$ cat config.mk
export PLATFORM = sky130hd
export DESIGN_NAME = nib_rd_host
export DESIGN_NICKNAME = d
export VERILOG_FILES = /design/src/rtl/nib_rd_pkg.sv /design/src/rtl/nib_rd_frame.sv /design/src/rtl/nib_rd_timer.sv /design/src/rtl/nib_rd_capture.sv /design/src/rtl/nib_rd_host.sv
export SDC_FILE = /design/constraint.sdc
export NUM_CORES = 1
export LEC_CHECK = 0
export ABC_AREA = 1
export CORE_AREA = 2 2 120 122
export DETAILED_ROUTE_END_ITERATION = 10
export DIE_AREA = 0 0 122 124
export DONT_BUFFER_PORTS = 1
export PLACE_DENSITY_LB_ADDON = 0.05
export SYNTH_ARGS = -nofsm -noshare
export SYNTH_HDL_FRONTEND = slang
export SYNTH_SLANG_ARGS = --single-unit
$ cat constraint.sdc
create_clock -name clk_i -period 2 [get_ports clk_i]
set_clock_uncertainty 0.05 [all_clocks]
set_input_delay 0.3 -clock clk_i [delete_from_list [all_inputs] [get_ports clk_i]]
set_output_delay 0.3 -clock clk_i [all_outputs]
set_load 0.01 [all_outputs]
$ cat src/rtl/nib_rd_pkg.sv
package nib_rd_pkg;
  typedef enum logic [3:0] {
    ST_IDLE, ST_START, ST_IDSEL, ST_ADDR, ST_SIZE, ST_TAR0, ST_TAR1,
    ST_SYNC, ST_DLO, ST_DHI, ST_RTAR0, ST_RTAR1
  } rd_state_e;

  localparam logic [3:0] START_CODE = 4'b1101;
  localparam logic [3:0] SIZE_ONE   = 4'b0000;
  localparam logic [3:0] NIB_IDLE   = 4'b1111;
  localparam logic [3:0] SYNC_READY = 4'b0000;
endpackage

$ cat src/rtl/nib_rd_frame.sv
module nib_rd_frame
  import nib_rd_pkg::*;
#(
  parameter int ADDR_W = 28,
  localparam int ADDR_NIBS = ADDR_W / 4,
  localparam int IDX_W = $clog2(ADDR_NIBS)
) (
  input  rd_state_e         state_i,
  input  logic [IDX_W-1:0]  idx_i,
  input  logic [3:0]        id_i,
  input  logic [ADDR_W-1:0] addr_i,
  output logic [3:0]        bus_o,
  output logic              oe_o,
  output logic              frame_n_o
);
  logic [3:0] nibs [ADDR_NIBS];
  logic [3:0] addr_nib;

  // nibs[0] is the most-significant nibble
  for (genvar g = 0; g < ADDR_NIBS; g++) begin : g_nib
    assign nibs[g] = addr_i[4*(ADDR_NIBS-1-g) +: 4];
  end

  always_comb begin
    addr_nib = '0;
    for (int k = 0; k < ADDR_NIBS; k++)
      if (idx_i == IDX_W'(k)) addr_nib = nibs[k];
  end

  always_comb begin
    bus_o     = NIB_IDLE;
    oe_o      = 1'b1;
    frame_n_o = 1'b1;
    unique case (state_i)
      ST_START: begin frame_n_o = 1'b0; bus_o = START_CODE; end
      ST_IDSEL: bus_o = id_i;
      ST_ADDR:  bus_o = addr_nib;
      ST_SIZE:  bus_o = SIZE_ONE;
      ST_TAR1, ST_SYNC, ST_DLO, ST_DHI, ST_RTAR0, ST_RTAR1: oe_o = 1'b0;
      default: ;
    endcase
  end
endmodule

$ cat src/rtl/nib_rd_timer.sv
module nib_rd_timer #(
  parameter int WAIT_W = 8
) (
  input  logic              clk_i,
  input  logic              rst_ni,
  input  logic              clr_i,
  input  logic              tick_i,
  input  logic [WAIT_W-1:0] lim_i,
  output logic              expired_o
);
  logic [WAIT_W-1:0] cnt_q;

  always_ff @(posedge clk_i or negedge rst_ni)
    if (!rst_ni)     cnt_q <= '0;
    else if (clr_i)  cnt_q <= '0;
    else if (tick_i) cnt_q <= cnt_q + 1'b1;

  assign expired_o = (cnt_q == lim_i);
endmodule

$ cat src/rtl/nib_rd_capture.sv
module nib_rd_capture (
  input  logic       clk_i,
  input  logic       rst_ni,
  input  logic       cap_lo_i,
  input  logic       cap_hi_i,
  input  logic [3:0] nib_i,
  output logic [7:0] byte_o
);
  logic [3:0] lo_q, hi_q;

  always_ff @(posedge clk_i or negedge rst_ni)
    if (!rst_ni) begin
      lo_q <= '0;
      hi_q <= '0;
    end else begin
      if (cap_lo_i) lo_q <= nib_i;
      if (cap_hi_i) hi_q <= nib_i;
    end

  assign byte_o = {hi_q, lo_q};
endmodule

$ cat src/rtl/nib_rd_host.sv
module nib_rd_host
  import nib_rd_pkg::*;
#(
  parameter int ADDR_W = 28,
  parameter int WAIT_W = 8,
  localparam int ADDR_NIBS = ADDR_W / 4,
  localparam int IDX_W = $clog2(ADDR_NIBS)
) (
  input  logic              clk_i,
  input  logic              rst_ni,
  input  logic              req_i,
  input  logic [3:0]        dev_id_i,
  input  logic [ADDR_W-1:0] addr_i,
  input  logic [WAIT_W-1:0] wait_lim_i,
  output logic              busy_o,
  output logic              done_o,
  output logic              timeout_o,
  output logic [7:0]        data_o,
  output logic              frame_n_o,
  output logic [3:0]        bus_o,
  output logic              bus_oe_o,
  input  logic [3:0]        bus_i
);
  rd_state_e         state_q;
  logic [IDX_W-1:0]  idx_q;
  logic [3:0]        id_q;
  logic [ADDR_W-1:0] addr_q;
  logic              done_q, to_q, expired;
  logic              in_sync, got_sync;

  assign in_sync  = (state_q == ST_SYNC);
  assign got_sync = in_sync && (bus_i == SYNC_READY);

  always_ff @(posedge clk_i or negedge rst_ni)
    if (!rst_ni) begin
      state_q <= ST_IDLE;
      idx_q   <= '0;
      id_q    <= '0;
      addr_q  <= '0;
      done_q  <= 1'b0;
      to_q    <= 1'b0;
    end else begin
      done_q <= 1'b0;
      to_q   <= 1'b0;
      unique case (state_q)
        ST_IDLE: if (req_i) begin
          id_q    <= dev_id_i;
          addr_q  <= addr_i;
          state_q <= ST_START;
        end
        ST_START: state_q <= ST_IDSEL;
        ST_IDSEL: begin idx_q <= '0; state_q <= ST_ADDR; end
        ST_ADDR:
          if (idx_q == IDX_W'(ADDR_NIBS-1)) state_q <= ST_SIZE;
          else idx_q <= idx_q + 1'b1;
        ST_SIZE:  state_q <= ST_TAR0;
        ST_TAR0:  state_q <= ST_TAR1;
        ST_TAR1:  state_q <= ST_SYNC;
        ST_SYNC:
          if (got_sync) state_q <= ST_DLO;
          else if (expired) begin
            state_q <= ST_IDLE;
            to_q    <= 1'b1;
          end
        ST_DLO:   state_q <= ST_DHI;
        ST_DHI:   state_q <= ST_RTAR0;
        ST_RTAR0: state_q <= ST_RTAR1;
        ST_RTAR1: begin state_q <= ST_IDLE; done_q <= 1'b1; end
        default:  state_q <= ST_IDLE;
      endcase
    end

  nib_rd_timer #(.WAIT_W(WAIT_W)) i_timer (
    .clk_i    (clk_i),
    .rst_ni   (rst_ni),
    .clr_i    (!in_sync),
    .tick_i   (in_sync && !got_sync),
    .lim_i    (wait_lim_i),
    .expired_o(expired)
  );

  nib_rd_capture i_cap (
    .clk_i   (clk_i),
    .rst_ni  (rst_ni),
    .cap_lo_i(state_q == ST_DLO),
    .cap_hi_i(state_q == ST_DHI),
    .nib_i   (bus_i),
    .byte_o  (data_o)
  );

  nib_rd_frame #(.ADDR_W(ADDR_W)) i_frame (
    .state_i  (state_q),
    .idx_i    (idx_q),
    .id_i     (id_q),
    .addr_i   (addr_q),
    .bus_o    (bus_o),
    .oe_o     (bus_oe_o),
    .frame_n_o(frame_n_o)
  );

  assign busy_o    = (state_q != ST_IDLE);
  assign done_o    = done_q;
  assign timeout_o = to_q;
endmodule

# Yosys cells after proc, flatten, opt, wreduce, memory -nomap -nowiden
# Index checks and enable logic that the tools add are counted.
# op_classes
addsub,2
mul,0
n_div,0
magnitude_cmp,0
n_eq_ne,23
n_shift,0
n_mux,23
n_bitwise,0
n_reduce_logical,12
# op_table
op,count
$mux W4,11
$pmux W4 S11,1
$eq A4 B3 Y1 const B,4
$eq A4 B4 Y1 const B,4
$mux W8,2
$pmux W4 S4,1
$eq A3 B3 Y1 const B,3
$add A8 B1 Y8 const B,1
$eq A4 B2 Y1 const B,2
$eq A8 B8 Y1,1
$logic_not A4 Y1,2
$eq A3 B2 Y1 const B,2
$mux W1,6
$ne A2 B2 Y1 const B,3
$pmux W3 S2,1
$reduce_or A6 Y1,1
$eq A4 B1 Y1 const B,1
$reduce_and A2 Y1,2
$reduce_bool A4 Y1,1
$add A3 B1 Y3 const B,1
$eq A3 B1 Y1 const B,1
$logic_not A3 Y1,1
$mux W3,1
$ne A3 B2 Y1 const B,1
other kinds (5),6
# totals
reg_bits,57
latchBits,0
ramBits,0
romBits,0
input_bits,47
memories,0

# Longest topological paths before layout
# Gate-level depths: netlist (run 1).
# depth
ltp_word,9
depth_mapped,14
mapped_depth_nobuf,14

# Modules after synthesis
# From an unflattened synthesis (run 1), not the netlist that was laid out.
# hier_totals
cells_unflattened,403
area_unflattened_um2,3243.1
# modules_own_cells
module,instances,cells_each,area_per_inst_um2,seq_area_each_um2
nib_rd_host,1,197,1919.3,1026.0
nib_rd_timer,1,73,554.3,200.2
nib_rd_frame,1,99,471.7,0.0
nib_rd_capture,1,34,297.8,200.2

# Least setup slack after synthesis (run 1)
# No wires, ideal clock.
# synth_timing
path_type,reg-to-output
startpoint,reg idx_q[0]
endpoint,out bus_o[0]
t_arrival_ns,1.406
required_time_ns,1.650
slack_ns,0.244
stages_incl_launch_ff,15
path_cell_list,dfrtp_1 > inv_1 > ha_1 > inv_1 > nor2_2 > nand3_1 > nand2_1 > nand2_1 > nand2_1 > nand2_1 > nand2_1 > nand2_1 > nand2_1 > nand2_1 > nand2_1
# synth_via
elab_chain_len,9
# synth_lines
item,line,text
start: declaration,nib_rd_host.sv:25,logic [IDX_W-1:0] idx_q;
start signal: assignment,nib_rd_host.sv:55,else idx_q <= idx_q + 1'b1;
$logic_not A3 Y1,nib_rd_frame.sv:27,if (idx_i == IDX_W'(k)) addr_nib = nibs[k];
$mux W4 (6 in a row),nib_rd_frame.sv:27,
$mux W4 *,nib_rd_frame.sv:27,
$pmux W4 S4 *,nib_rd_frame.sv:34,unique case (state_i)
end: declaration,nib_rd_host.sv:20,"output logic [3:0] bus_o,"
# Every way passes the cells marked *; elsewhere a longest branch is shown, timed or not.

# Worst setup path after layout (run 1)
# layout_timing
startpoint,reg idx_q[1]
endpoint,out bus_o[1]
# The elaborated chain is that of the path after synthesis.

==> results of run 1 <==
[path summary, 6_finish.rpt]
| kind | end | cells after the start | slack (ps) |
|---|---|---|---|
| worst max-delay path | bus_o[1] | 14 | -210 |
| worst min register to register | addr_q[5]$_DFFE_PN0P_ | 1 | 460 |
| max in group asynchronous | idx_q[0]$_DFFE_PN0P_ | 2 | 1180 |
| worst min-delay path | addr_q[20]$_DFFE_PN0P_ | 1 | 60 |
| min in group asynchronous | addr_q[19]$_DFFE_PN0P_ | 2 | 450 |
| worst max register to register | state_q[2]$_DFFE_PN0P_ | 6 | 380 |
[power breakdown]
| group | switching (W) | internal (W) | leakage [nW] |
|---|---|---|---|
| Sequential | 0.000400 | 0.00162 | 0.684 |
| Clock | 0.000553 | 0.00115 | 0.162 |
| Combinational | 0.00127 | 0.00111 | 1.02 |
| Total | 0.00222 | 0.00387 | 1.86 |
[flip-flops by register name (all words and copies together) (netlist names)]
| signal | count |
|---|---|
| idx_q | 3 |
| i_timer.cnt_q | 8 |
| addr_q | 28 |
| state_q | 4 |
| i_cap.hi_q | 4 |
| timeout_o | 1 |
| id_q | 4 |
| i_cap.lo_q | 4 |
| done_o | 1 |
[metal layers]
metal  global-route usage, %  vias to the layer above  wire length [µm]
met1                   13.00                     1045              3353
met2                   19.27                       49              3784
met4                   6.250                        0               193
met3                   3.800                       13               414
met5                       0                        -                 0
li1                        -                     1109                 -
[final cells by class]
cell class | count | share of cell area [%]
clock inverter | 5 | 2.016
tap | 180 | 5.854
sequential | 57 | 37.14
multi-input combinational | 231 | 41.76
clock buffer | 11 | 6.569
timing repair buffer | 9 | 2.764
inverter | 38 | 3.902
[metrics by stage]
stage	worst slack (ps)	power [W]	instances
after floorplan	243.7	0.003584	331
after global placement	-17.75	0.004166	511
after detailed placement	15.12	0.004137	511
after CTS	-254.1	0.006128	531
after global routing	-344.2	0.006583	531
final	-209.9	0.006094	531
[cell usage after synthesis]
master	count	area [µm²]
sky130_fd_sc_hd__inv_1	35	131.4
sky130_fd_sc_hd__inv_2	2	7.510
sky130_fd_sc_hd__nand3_1	18	90.09
sky130_fd_sc_hd__o21ai_2	3	26.28
sky130_fd_sc_hd__a21boi_0	1	7.510
sky130_fd_sc_hd__nand2_1	88	330.3
sky130_fd_sc_hd__and3_2	1	7.510
sky130_fd_sc_hd__buf_4	1	7.510
sky130_fd_sc_hd__nor2_2	6	37.54
sky130_fd_sc_hd__or2_2	5	31.28
sky130_fd_sc_hd__mux2_4	28	420.4
sky130_fd_sc_hd__nor2_4	5	56.30
sky130_fd_sc_hd__mux2_2	3	33.78
sky130_fd_sc_hd__o21ai_1	4	20.02
sky130_fd_sc_hd__a21oi_1	10	50.05
sky130_fd_sc_hd__o31ai_1	1	7.510
sky130_fd_sc_hd__o21a_1	1	7.510
sky130_fd_sc_hd__nand2_2	1	6.260
sky130_fd_sc_hd__o211ai_1	1	7.510
sky130_fd_sc_hd__o21ai_0	13	65.06
sky130_fd_sc_hd__buf_2	1	5.000
sky130_fd_sc_hd__buf_6	3	33.78
sky130_fd_sc_hd__inv_4	1	6.260
sky130_fd_sc_hd__nand4_1	2	12.51
sky130_fd_sc_hd__nand3_4	1	17.52
sky130_fd_sc_hd__xor2_1	7	61.31
sky130_fd_sc_hd__nor3_1	2	10.01
sky130_fd_sc_hd__nor2_1	23	86.33
sky130_fd_sc_hd__nand2_4	1	11.26
sky130_fd_sc_hd__ha_1	6	75.07
sky130_fd_sc_hd__dfrtp_1	57	1426
[cell families (layout without fill, tap and decap cells)]
family,Yosys count,count (layout),share of synthesized area [%]
XOR/XNOR,7,7,1.980
multiplexers,31,31,14.67
adder cells (fa/ha/maj),6,6,2.424
AO/OA/AOI/OAI,34,34,6.182
flip-flops,57,57,46.06
AND/OR/NAND/NOR,153,153,22.51
buffers and inverters,43,63,6.182
[timing repair]
item / in CTS / in global routing
resized for setup: 24 / 14
setup endpoints to repair: 4 / 4
hold endpoints to repair: 57 / 0
pin swaps: 10 / 12
hold buffers: 2 / 0
gates cloned: 0 / 0
buffers inserted: 2 / 0
==> summary.md, run 1 <==
| Metric | Value |
|---|---|
| Via count of the first global-routing pass | 2433 |
| Violations in the final reports | negative setup slack |
| Count of buffer and inverter cells on the critical path | 2 |
| Floorplan die area | 15130 µm² |
| CTS H-tree lvls | 3 |
| Number of ports placed on the die boundary | 64 |
| Count of standard-cell rows | 43 |
| Endpoint required time on the critical path | 1650 ps |
| Largest driver fanout on the critical path | 8 |
| Initial Util | 22.57% |
| Largest net degree at the start of global routing | 58 |
| Fmax | 452.5 MHz |
| CTS buffer count | 9 |
| Setup Crit Path Kind | flip-flop to primary output |
| Final hold slack | 58.49 ps |
| Number of fill cells in the layout | 1456 |
| Die height | 124 µm |
| Cell area reported after detailed placement | 3326 µm² |
| CTS root buf | sky130_fd_sc_hd__clkbuf_16 |
| Drt drc | 0 |
| Aggregate global routing overflow | 0 |
| Flops & latches, synth | 57 |
| Leak pwr | 1.864 nW |
| Total area of multi-input combinational cells | 1607 µm² |
| Post-Synthesis Net Count | 384 |
| Critical path's slowest cell | sky130_fd_sc_hd__dfrtp_2 |
| Number of violations of the max-capacitance limit | 0 |
| Fin crit period | 2210 ps |
| All-Layer GR Usage | 11.51% |
| Peak supply drop | 0.4142 mV |
| Slowest Stage Delay on Critical Path | 440 ps |
| Total half-perimeter wirelength after legalization and detailed placement | 5573 µm |
| Number of slew-limit violations in the final report | 0 |
| Number of antenna violations at the first check in global routing | 0 |
| Initial drt markers | 72 |
| Area Growth Syn to Fin | 24.24% |
| Placer's final routability congestion estimate | 0.7373 |
| Reg2Reg Launch Point | idx_q[1]$_DFFE_PN0P_ |
| Wire length of the first global-routing pass | 12760 µm |
| Core Box Area | 13720 µm² |
| Total Routed Length | 7744 µm |
| Critical path launch point | idx_q[1]$_DFFE_PN0P_ |
| Antenna Violating Nets Remaining | 0 |
| Unique cell type count in the Yosys netlist | 31 |
| Cell count after synthesis | 331 |
| Cell family with most CP delay | simple AND/OR/NAND/NOR gates |
| Total standard cell area after synthesis | 3097 µm² |
| Setup crit end kind | primary output |
| Avg Synthesized Cell Area | 9.356 µm² |
| Final Net Count | 399 |
| Hold Crit Start | addr_i[20] |
| Worst path cell trace | buf_6 -> ha_4 -> nand2_8 -> nand2_1 -> inv_1 -> nand2_1 -> nand2_1 -> nand2_1 -> nand2_1 -> nand2_1 -> nand2_1 -> nand2_1 -> nand2_1 -> nand2_2 |
| Detailed-route via count | 2216 |
| Setup crit start kind | flip-flop |
| Yosys warns | 0 |
| Via-to-Cell Ratio | 4.173 |
| Clk buf depth | 2 |
| Insertion delay of the later-clocked pin in the worst-skew pair | 330 ps |
| Slew of the pin with the lowest slew margin | 339.5 ps |
| Share of cells above drive strength 1 | 31.05% |
| Final number of setup-violating endpoints | 4 |
| Most frequent cells in the layout | sky130_fd_sc_hd__nand2_1 (76), sky130_fd_sc_hd__dfrtp_1 (55), sky130_fd_sc_hd__inv_1 (31) |
| Tcrit/Tclk final | 110.5% |
| Sequential area share after synthesis | 46.06% |
| Width of the chip | 122 µm |
| Finished Cell Area | 3847 µm² |
| Area taken by flip-flops and latches | 1429 µm² |
| Sink count of the clock tree | 57 |
| Data arrival time at the worst-slack endpoint | 1860 ps |
| Most frequent standard cell in the layout excluding fill and tap cells | sky130_fd_sc_hd__nand2_1 |
| Routed wirelength normalized by instance count | 14.58 µm |
| Pre-Repair DR Iteration Count | 4 |
| Cell Pwr Density | 1584 nW/µm² |
| PnR worst setup slack | -209.9 ps |
| Run status | complete, but fails checks |
| Worst relative slew slack | 77.31% |
| Final-report hold violation count | 0 |
| Number of antenna diodes | 0 |
| Dominant cell type by count on the critical path | sky130_fd_sc_hd__nand2_1 |
| Final-layout setup total negative slack | -714.7 ps |
| Clock tree from TritonCTS | done |
| Core utilization of the finished layout | 28.04% |
| Port buffer count | 0 |
| Clock Pin Slew Worst Setup and Hold Paths | 50 ps |
| Path category of the worst min-delay check | primary input to flip-flop |
| RSZ-0062 raised after global routing | yes |
Power figures use the tool's default switching activity.
==> run 2: changes to the inputs <==
==> constraint.sdc (replaced) <==
create_clock -name clk_i -period 2.2 [get_ports clk_i]
set_clock_uncertainty 0.05 [all_clocks]
set_input_delay 0.33 -clock clk_i [delete_from_list [all_inputs] [get_ports clk_i]]
set_output_delay 0.33 -clock clk_i [all_outputs]
set_load 0.01 [all_outputs]
==> summary.md, run 2 (synthesized netlist as in run 1, its figures left out) <==
| Metric | Value |
|---|---|
| Largest register by flop count | addr_q |
| Aggregate global routing overflow | 0 (unchanged) |
| Via count of the first global-routing pass | 2342 (-3.7%) |
| Finished Cell Area | 3731 µm² (-3.0%) |
| Placer's final routability congestion estimate | 0.7795 (+5.7%) |
| Setup Crit Path Kind | flip-flop to primary output |
| CTS buffer count | 9 (unchanged) |
| Clock Pin Slew Worst Setup and Hold Paths | 50 ps (about the same) |
| Reg-to-reg slack, setup | 520 ps (+140 ps) |
| Met3 wire length | 385 µm (-7.0%) |
| Most frequent standard cell in the layout excluding fill and tap cells | sky130_fd_sc_hd__nand2_1 |
| Number of slew-limit violations in the final report | 0 (unchanged) |
| Leak pwr | 1.826 nW (-2.0%) |
| Drt drc | 0 (unchanged) |
| Initial drt markers | 55 (-24%) |
| Most frequent cells in the layout | sky130_fd_sc_hd__nand2_1 (80), sky130_fd_sc_hd__dfrtp_1 (56), sky130_fd_sc_hd__inv_1 (31) |
| Tcrit/Tclk final | 102.8% |
| Antenna Violating Nets Remaining | 0 (unchanged) |
| Hold Crit Start | addr_i[24] |
| Violations in the final reports | negative setup slack |
| Setup crit start kind | flip-flop |
| Detailed-route via count | 2152 (-2.9%) |
| Floorplan die area | 15130 µm² (unchanged) |
| Path category of the worst min-delay check | primary input to flip-flop |
| Dominant cell type by count on the critical path | sky130_fd_sc_hd__nand2_1 |
| Worst path cell trace | inv_2 -> ha_4 -> inv_2 -> nor2_4 -> nand3_2 -> nand2_1 -> nand2_1 -> nand2_1 -> nand2_1 -> nand2_1 -> nand2_1 -> nand2_1 -> nand2_2 -> nand2_2 |
| Initial Util | 22.57% (unchanged) |
| Peak supply drop | 0.4429 mV (+6.9%) |
| Reg2Reg Launch Point | idx_q[0]$_DFFE_PN0P_ |
| Worst hold path stage count | 1 (unchanged) |
| Largest net degree at the start of global routing | 58 (unchanged) |
| Final Net Count | 399 (unchanged) |
| Sum of routed wire segments on met1 | 3465 µm (+3.3%) |
| Clock tree from TritonCTS | done |
| Pre-Repair DR Iteration Count | 4 (unchanged) |
| Insertion delay of the later-clocked pin in the worst-skew pair | 330 ps (about the same) |
| Total Routed Length | 7655 µm (-1.1%) |
| Worst relative slew slack | 75.47% (-1.8 points) |
| Largest register FFs | 28 (unchanged) |
| Setup crit end kind | primary output |
| Worst r2r dst | state_q[2]$_DFFE_PN0P_ |
| Sink count of the clock tree | 57 (unchanged) |
| All-Layer GR Usage | 11.26% (-0.25 points) |
| Slew of the pin with the lowest slew margin | 367.0 ps (+27.56 ps) |
| Total half-perimeter wirelength after legalization and detailed placement | 5560 µm (-0.23%) |
| Final number of setup-violating endpoints | 4 (unchanged) |
| Fmax | 442.1 MHz |
| Largest driver fanout on the critical path | 4 (-4) |
| Share of cells above drive strength 1 | 28.77% (-2.3 points) |
| Wire length of the first global-routing pass | 12500 µm (-2.0%) |
| Port buffer count | 0 (unchanged) |
| Fin crit period | 2262 ps |
| Data arrival time at the worst-slack endpoint | 1880 ps (+20 ps) |
| Cell Pwr Density | 1395 nW/µm² (-12%) |
| Number of antenna diodes | 0 (unchanged) |
| Detailed route wirelength on metal2 | 3605 µm (-4.7%) |
| Number of fill cells in the layout | 1440 (-1.1%) |
| Run status | complete, but fails checks |
| Core utilization of the finished layout | 27.20% (-0.85 points) |
| Core Box Area | 13720 µm² (unchanged) |
| PnR worst setup slack | -62.04 ps (+147.9 ps) |
| Clk buf depth | 2 (unchanged) |
| Number of violations of the max-capacitance limit | 0 (unchanged) |
| Via-to-Cell Ratio | 4.053 (-2.9%) |
| Path depth of the worst reg2reg path | 6 (unchanged) |
| Registers with the most flip-flops | addr_q (28), i_timer.cnt_q (8) |
| Endpoint, Worst Hold | addr_q[24]$_DFFE_PN0P_ |
| Highest metal layer with signal wires | met4 |
| Count of standard-cell rows | 43 (unchanged) |
| Area Growth Syn to Fin | 20.48% |
| CTS root buf | sky130_fd_sc_hd__clkbuf_16 |
| Endpoint required time on the critical path | 1820 ps (+170 ps) |
| Number of antenna violations at the first check in global routing | 0 (unchanged) |
| Number of ports placed on the die boundary | 64 (unchanged) |
| Cell area reported after detailed placement | 3326 µm² (unchanged) |
| Width of the chip | 122 µm (unchanged) |
| Routed wirelength normalized by instance count | 14.42 µm (-1.1%) |
| CTS H-tree lvls | 3 (unchanged) |
| Critical path's slowest cell | sky130_fd_sc_hd__dfrtp_2 |
| Slowest Stage Delay on Critical Path | 430 ps (about the same) |
| Final-report hold violation count | 0 (unchanged) |
| Die height | 124 µm (unchanged) |
| RSZ-0062 raised after global routing | yes |
-- run 2: cell types whose count changed in the layout (fill, tap and decap cells not counted), sizes merged --
cell	delta
bufinv	-2
clkbuf	+2
clkinv	+1
clkinvlp	-1
-- run 2: cell type report --
class | count | area [µm²] | area share, %
repair buffers | 9 | 102.6 | 2.750
clock buffers | 13 | 260.3 | 6.975
well taps | 180 | 225.2 | 6.036
flip-flops and latches | 57 | 1428 | 38.26
clock inverters | 3 | 15.01 | 0.4024
multi-input cells | 231 | 1555 | 41.68
inverters | 38 | 145.1 | 3.890
-- run 2: per-stage QoR --
stage                     hold slack (ps)  std cells  worst slack (ps)  power [W]  TNS, ps
after floorplan                    -15.59        331             413.7   0.003259        0
after global placement             -13.84        511             138.3   0.003768        0
after detailed placement           -12.46        511             134.5   0.003738        0
after CTS                           78.86        530            -87.26   0.005232   -330.9
after global routing                76.48        531            -230.3   0.005652   -853.4
final                               95.34        531            -62.04   0.005204   -149.9
-- run 2: routing by layer --
metal	track usage, %	vias up
met5	0	-
met4	6.394	0
met3	3.434	14
met2	18.02	51
met1	13.47	993
li1	-	1094
-- run 2: how the worst max path moves through the flow --
stage / endpoint / from / cells past startpoint / slack, ps
after floorplan: bus_o[0] / idx_q[0]$_DFFE_PN0P_ / 14 / 410
after global placement: bus_o[2] / idx_q[0]$_DFFE_PN0P_ / 13 / 140
after detailed placement: bus_o[2] / idx_q[0]$_DFFE_PN0P_ / 13 / 130
after CTS: bus_o[1] / idx_q[0]$_DFFE_PN0P_ / 14 / -90
after global routing: bus_o[0] / idx_q[1]$_DFFE_PN0P_ / 14 / -230
final: bus_o[0] / idx_q[0]$_DFFE_PN0P_ / 14 / -60
-- run 2: report_power, final --
part | switching (W) | total [W] | internal [W]
registers | 0.000348 | 0.00182 | 0.00147
logic | 0.00112 | 0.00209 | 0.000966
clock network | 0.000483 | 0.00130 | 0.000817
total | 0.00195 | 0.00520 | 0.00325
-- run 2: timing repair --
item	4_1_cts	5_1_grt
buffers inserted	1	1
hold endpoints to repair	57	0
pin swaps	0	11
gates resized for setup	14	11
hold buffers	2	0
endpoints found under the setup margin	4	4
-- run 2: critical path: cells and delay by family (launching register included) --
family | cells | cell delay, ps
adders and majority gates | 1 | 140
and+or+nand+nor | 11 | 850
buffers and inverters | 2 | 130
DFF | 1 | 430
==> run 3: changes to the inputs <==
--- a/config.mk
+++ b/config.mk
@@ -6,11 +6,12 @@
 export NUM_CORES = 1
 export LEC_CHECK = 0
 export ABC_AREA = 1
-export CORE_AREA = 2 2 120 122
+export CORE_AREA = 2 2 122 124
 export DETAILED_ROUTE_END_ITERATION = 10
-export DIE_AREA = 0 0 122 124
+export DIE_AREA = 0 0 124 126
 export DONT_BUFFER_PORTS = 1
 export PLACE_DENSITY_LB_ADDON = 0.05
 export SYNTH_ARGS = -nofsm -noshare
 export SYNTH_HDL_FRONTEND = slang
+export SYNTH_HIERARCHICAL = 1
 export SYNTH_SLANG_ARGS = --single-unit
==> summary.md, run 3 <==
| Metric | Value |
|---|---|
| Data arrival time at the worst-slack endpoint | 1700 ps (-180 ps) |
| Cell Pwr Density | 1335 nW/µm² (-4.3%) |
| Share of cells above drive strength 1 | 22.59% (-6.2 points) |
| Drt drc | 0 (unchanged) |
| Width of the chip | 124 µm (+1.6%) |
| Finished Cell Area | 3899 µm² (+4.5%) |
| Registers with the most flip-flops | addr_q (28), i_timer/cnt_q (8) |
| Flops & latches, synth | 57 (unchanged) |
| Area Growth Syn to Fin | 20.22% |
| Sink count of the clock tree | 57 (unchanged) |
| CTS H-tree lvls | 3 (unchanged) |
| All-Layer GR Usage | 11.63% (+0.37 points) |
| Largest net degree at the start of global routing | 58 (unchanged) |
| Most frequent standard cell in the layout excluding fill and tap cells | sky130_fd_sc_hd__nand2_1 |
| Via-to-Cell Ratio | 4.148 (+2.3%) |
| Yosys warns | 6 (+6) |
| Cell count after synthesis | 403 (+22%) |
| Largest register by flop count | addr_q |
| Number of violations of the max-capacitance limit | 0 (unchanged) |
| Pre-Repair DR Iteration Count | 4 (unchanged) |
| Leak pwr | 1.931 nW (+5.8%) |
| Async S/R FF share, synth | 100.0% (unchanged) |
| Post-Synthesis Net Count | 453 (+18%) |
| Detailed-route via count | 2526 (+17%) |
| Path category of the worst min-delay check | primary input to flip-flop |
| Total half-perimeter wirelength after legalization and detailed placement | 5841 µm (+5.1%) |
| Peak supply drop | 0.3956 mV (-11%) |
| Clock Pin Slew Worst Setup and Hold Paths | 50 ps (about the same) |
| Cell area reported after detailed placement | 3425 µm² (+3.0%) |
| Port buffer count | 0 (unchanged) |
| Endpoint required time on the critical path | 1820 ps (about the same) |
| Worst relative slew slack | 60.54% (-15 points) |
| Number of antenna violations at the first check in global routing | 0 (unchanged) |
| Largest driver fanout on the critical path | 8 (+4) |
| Fin crit period | 2078 ps (-184.5 ps) |
| Yosys top cell area share | 43.98% (-2.1 points) |
| Core Box Area | 14310 µm² (+4.3%) |
| Tot Pwr | 0.005204 W (about the same) |
| Final number of setup-violating endpoints | 0 (-4) |
| Aggregate global routing overflow | 0 (unchanged) |
| Via count of the first global-routing pass | 2609 (+11%) |
| Number of ports placed on the die boundary | 64 (unchanged) |
| Count of standard-cell rows | 44 (+2.3%) |
| Floorplan die area | 15620 µm² (+3.3%) |
| Top cells by count, synth | sky130_fd_sc_hd__nand2_1 (116), sky130_fd_sc_hd__inv_1 (62), sky130_fd_sc_hd__dfrtp_1 (57), sky130_fd_sc_hd__nor2_1 (35), sky130_fd_sc_hd__o21ai_2 (28) |
| Wire length of the first global-routing pass | 13610 µm (+8.8%) |
| Die height | 126 µm (+1.6%) |
| Clock tree from TritonCTS | done |
| Reg-to-reg slack, setup | 470 ps (-50 ps) |
| Setup crit end kind | primary output |
| Number of antenna diodes | 0 (unchanged) |
| Setup crit start kind | flip-flop |
| Most frequent cells in the layout | sky130_fd_sc_hd__nand2_1 (112), sky130_fd_sc_hd__inv_1 (62), sky130_fd_sc_hd__dfrtp_1 (50) |
| Largest register FFs | 28 (unchanged) |
| Routed wirelength normalized by instance count | 13.36 µm (-7.3%) |
| Initial drt markers | 93 (+69%) |
| Number of enable-type register cells in the synthesized netlist | 0 (unchanged) |
| Commonest register cell after synthesis | sky130_fd_sc_hd__dfrtp_1 |
| Total standard cell area after synthesis | 3243 µm² (+4.7%) |
| Most common cell in the netlist | sky130_fd_sc_hd__nand2_1 |
| Placer's final routability congestion estimate | 0.7267 (-6.8%) |
| Leading cell types by total area after synthesis | sky130_fd_sc_hd__dfrtp_1 (44%), sky130_fd_sc_hd__nand2_1 (13%), sky130_fd_sc_hd__o21ai_2 (7.6%), sky130_fd_sc_hd__inv_1 (7.2%), sky130_fd_sc_hd__nor2_1 (4.1%) |
| Final Net Count | 470 (+18%) |
| Initial Util | 22.66% (+0.086 points) |
| Unique cell type count in the Yosys netlist | 34 (+9.7%) |
| Insertion delay of the later-clocked pin in the worst-skew pair | 330 ps (about the same) |
| CTS root buf | sky130_fd_sc_hd__clkbuf_16 |
| Post-synthesis cell type with the largest combined area | sky130_fd_sc_hd__dfrtp_1 |
| Final-report hold violation count | 0 (unchanged) |
| Clk buf depth | 2 (unchanged) |
| CTS buffer count | 9 (unchanged) |
| Number of slew-limit violations in the final report | 0 (unchanged) |
| Slew of the pin with the lowest slew margin | 587.4 ps (+220.4 ps) |
| Antenna Violating Nets Remaining | 0 (unchanged) |
| Tcrit/Tclk final | 94.43% (-8.4 points) |
| Setup Crit Path Kind | flip-flop to primary output |
| Fmax | 481.3 MHz (+8.9%) |
| Avg Synthesized Cell Area | 8.047 µm² (-14%) |
| Run status | complete, no violations |
| Sequential area share after synthesis | 43.98% (-2.1 points) |
| Final-layout setup total negative slack | 0 ps (+149.9 ps) |
| Total Routed Length | 8136 µm (+6.3%) |
## run 3: changes by cell type in the layout (fill, tap and decap cells not counted), moves of 5 or more
| cell | change |
|---|---|
| sky130_fd_sc_hd__buf_4 | +5 |
| sky130_fd_sc_hd__dfrtp_1 | -6 |
| sky130_fd_sc_hd__dfrtp_2 | +6 |
| sky130_fd_sc_hd__inv_1 | +31 |
| sky130_fd_sc_hd__mux2_4 | -28 |
| sky130_fd_sc_hd__nand2_1 | +32 |
| sky130_fd_sc_hd__nor2_1 | +11 |
| sky130_fd_sc_hd__o21ai_0 | -9 |
| sky130_fd_sc_hd__o21ai_2 | +24 |
| sky130_fd_sc_hd__or2_2 | -5 |
## run 3: stage by stage
stage | hold WS (ps) | utilization (%) | std cells | setup WS (ps)
floorplan | -15.59 | - | 403 | 576.7
global placement | -12.94 | 23.92 | 582 | 290.0
detailed placement | -13.02 | 23.92 | 582 | 310.9
CTS | 45.85 | 26.44 | 600 | 43.33
global route | 63.13 | 27.24 | 609 | -7.716
finish | 65.28 | 27.24 | 609 | 122.5
## run 3: layout make-up
cell class,count,area (µm²)
fillers,1593,10420
multi-input cells,270,1521
clock inverters,2,35.03
inverters,68,262.8
flip-flops and latches,57,1435
clock buffers,14,274.0
well taps,184,230.2
repair buffers,14,140.1
## run 3: power breakdown
group / switching (W) / internal, W / total, W
Sequential: 0.000430 / 0.00144 / 0.00187
Clock: 0.000488 / 0.000967 / 0.00145
Combinational: 0.00114 / 0.000739 / 0.00187
## run 3: final timing paths
kind | from | end | cells after the start
setup / recovery | idx_q[0]$_DFFE_PN0P_ | bus_o[0] | 10
hold / removal | bus_i[0] | i_cap/lo_q[0]$_DFFE_PN0P_ | 2
setup reg to reg | state_q[3]$_DFFE_PN0P_ | i_timer/cnt_q[7]$_DFFE_PN0P_ | 10
hold reg to reg | id_q[1]$_DFFE_PN0P_ | id_q[1]$_DFFE_PN0P_ | 2
max in group asynchronous | rst_ni | idx_q[2]$_DFFE_PN0P_ | 2
min in group asynchronous | rst_ni | i_timer/cnt_q[4]$_DFFE_PN0P_ | 2
## run 3: cells by family (layout without fill, tap and decap cells)
logic type               after synthesis  in the layout  share of synthesized area, %
adder cells (fa/ha/maj)                3              3                         1.158
AO/OA/AOI/OAI                         54             54                         11.92
XOR/XNOR                              10             10                         2.701
flip-flops                            57             57                         43.98
AND/OR/NAND/NOR                      203            203                         29.71
buffers and inverters                 76             98                         10.53
## run 3: metal layers
metal  vias to the layer above  GRT usage, %  part of all wire, %
met5                         -             0                    0
met4                         0         4.759                  1.8
met3                         8         4.710                  7.2
met2                        50         17.42                   45
met1                      1175         14.82                   46
li1                       1293             -                    -
## run 3: worst max-delay path, stage by stage, from the launching register on
cell and delay, ps:
sky130_fd_sc_hd__dfrtp_2 490, sky130_fd_sc_hd__inv_4 120, sky130_fd_sc_hd__nand3_4 90, sky130_fd_sc_hd__buf_4 150
sky130_fd_sc_hd__nor2_1 120, sky130_fd_sc_hd__nor2_1 60, sky130_fd_sc_hd__nand2_1 50, sky130_fd_sc_hd__nand2_1 50
sky130_fd_sc_hd__nand2_1 60, sky130_fd_sc_hd__nand2_1 50, sky130_fd_sc_hd__nand2_1 110
## run 3: repair_timing
item,in CTS,in global routing
endpoints found under the hold margin,57,0
resized for setup,6,14
pin swaps,0,4
endpoints found under the setup margin,4,4
buffers inserted,0,9
hold buffers,2,0
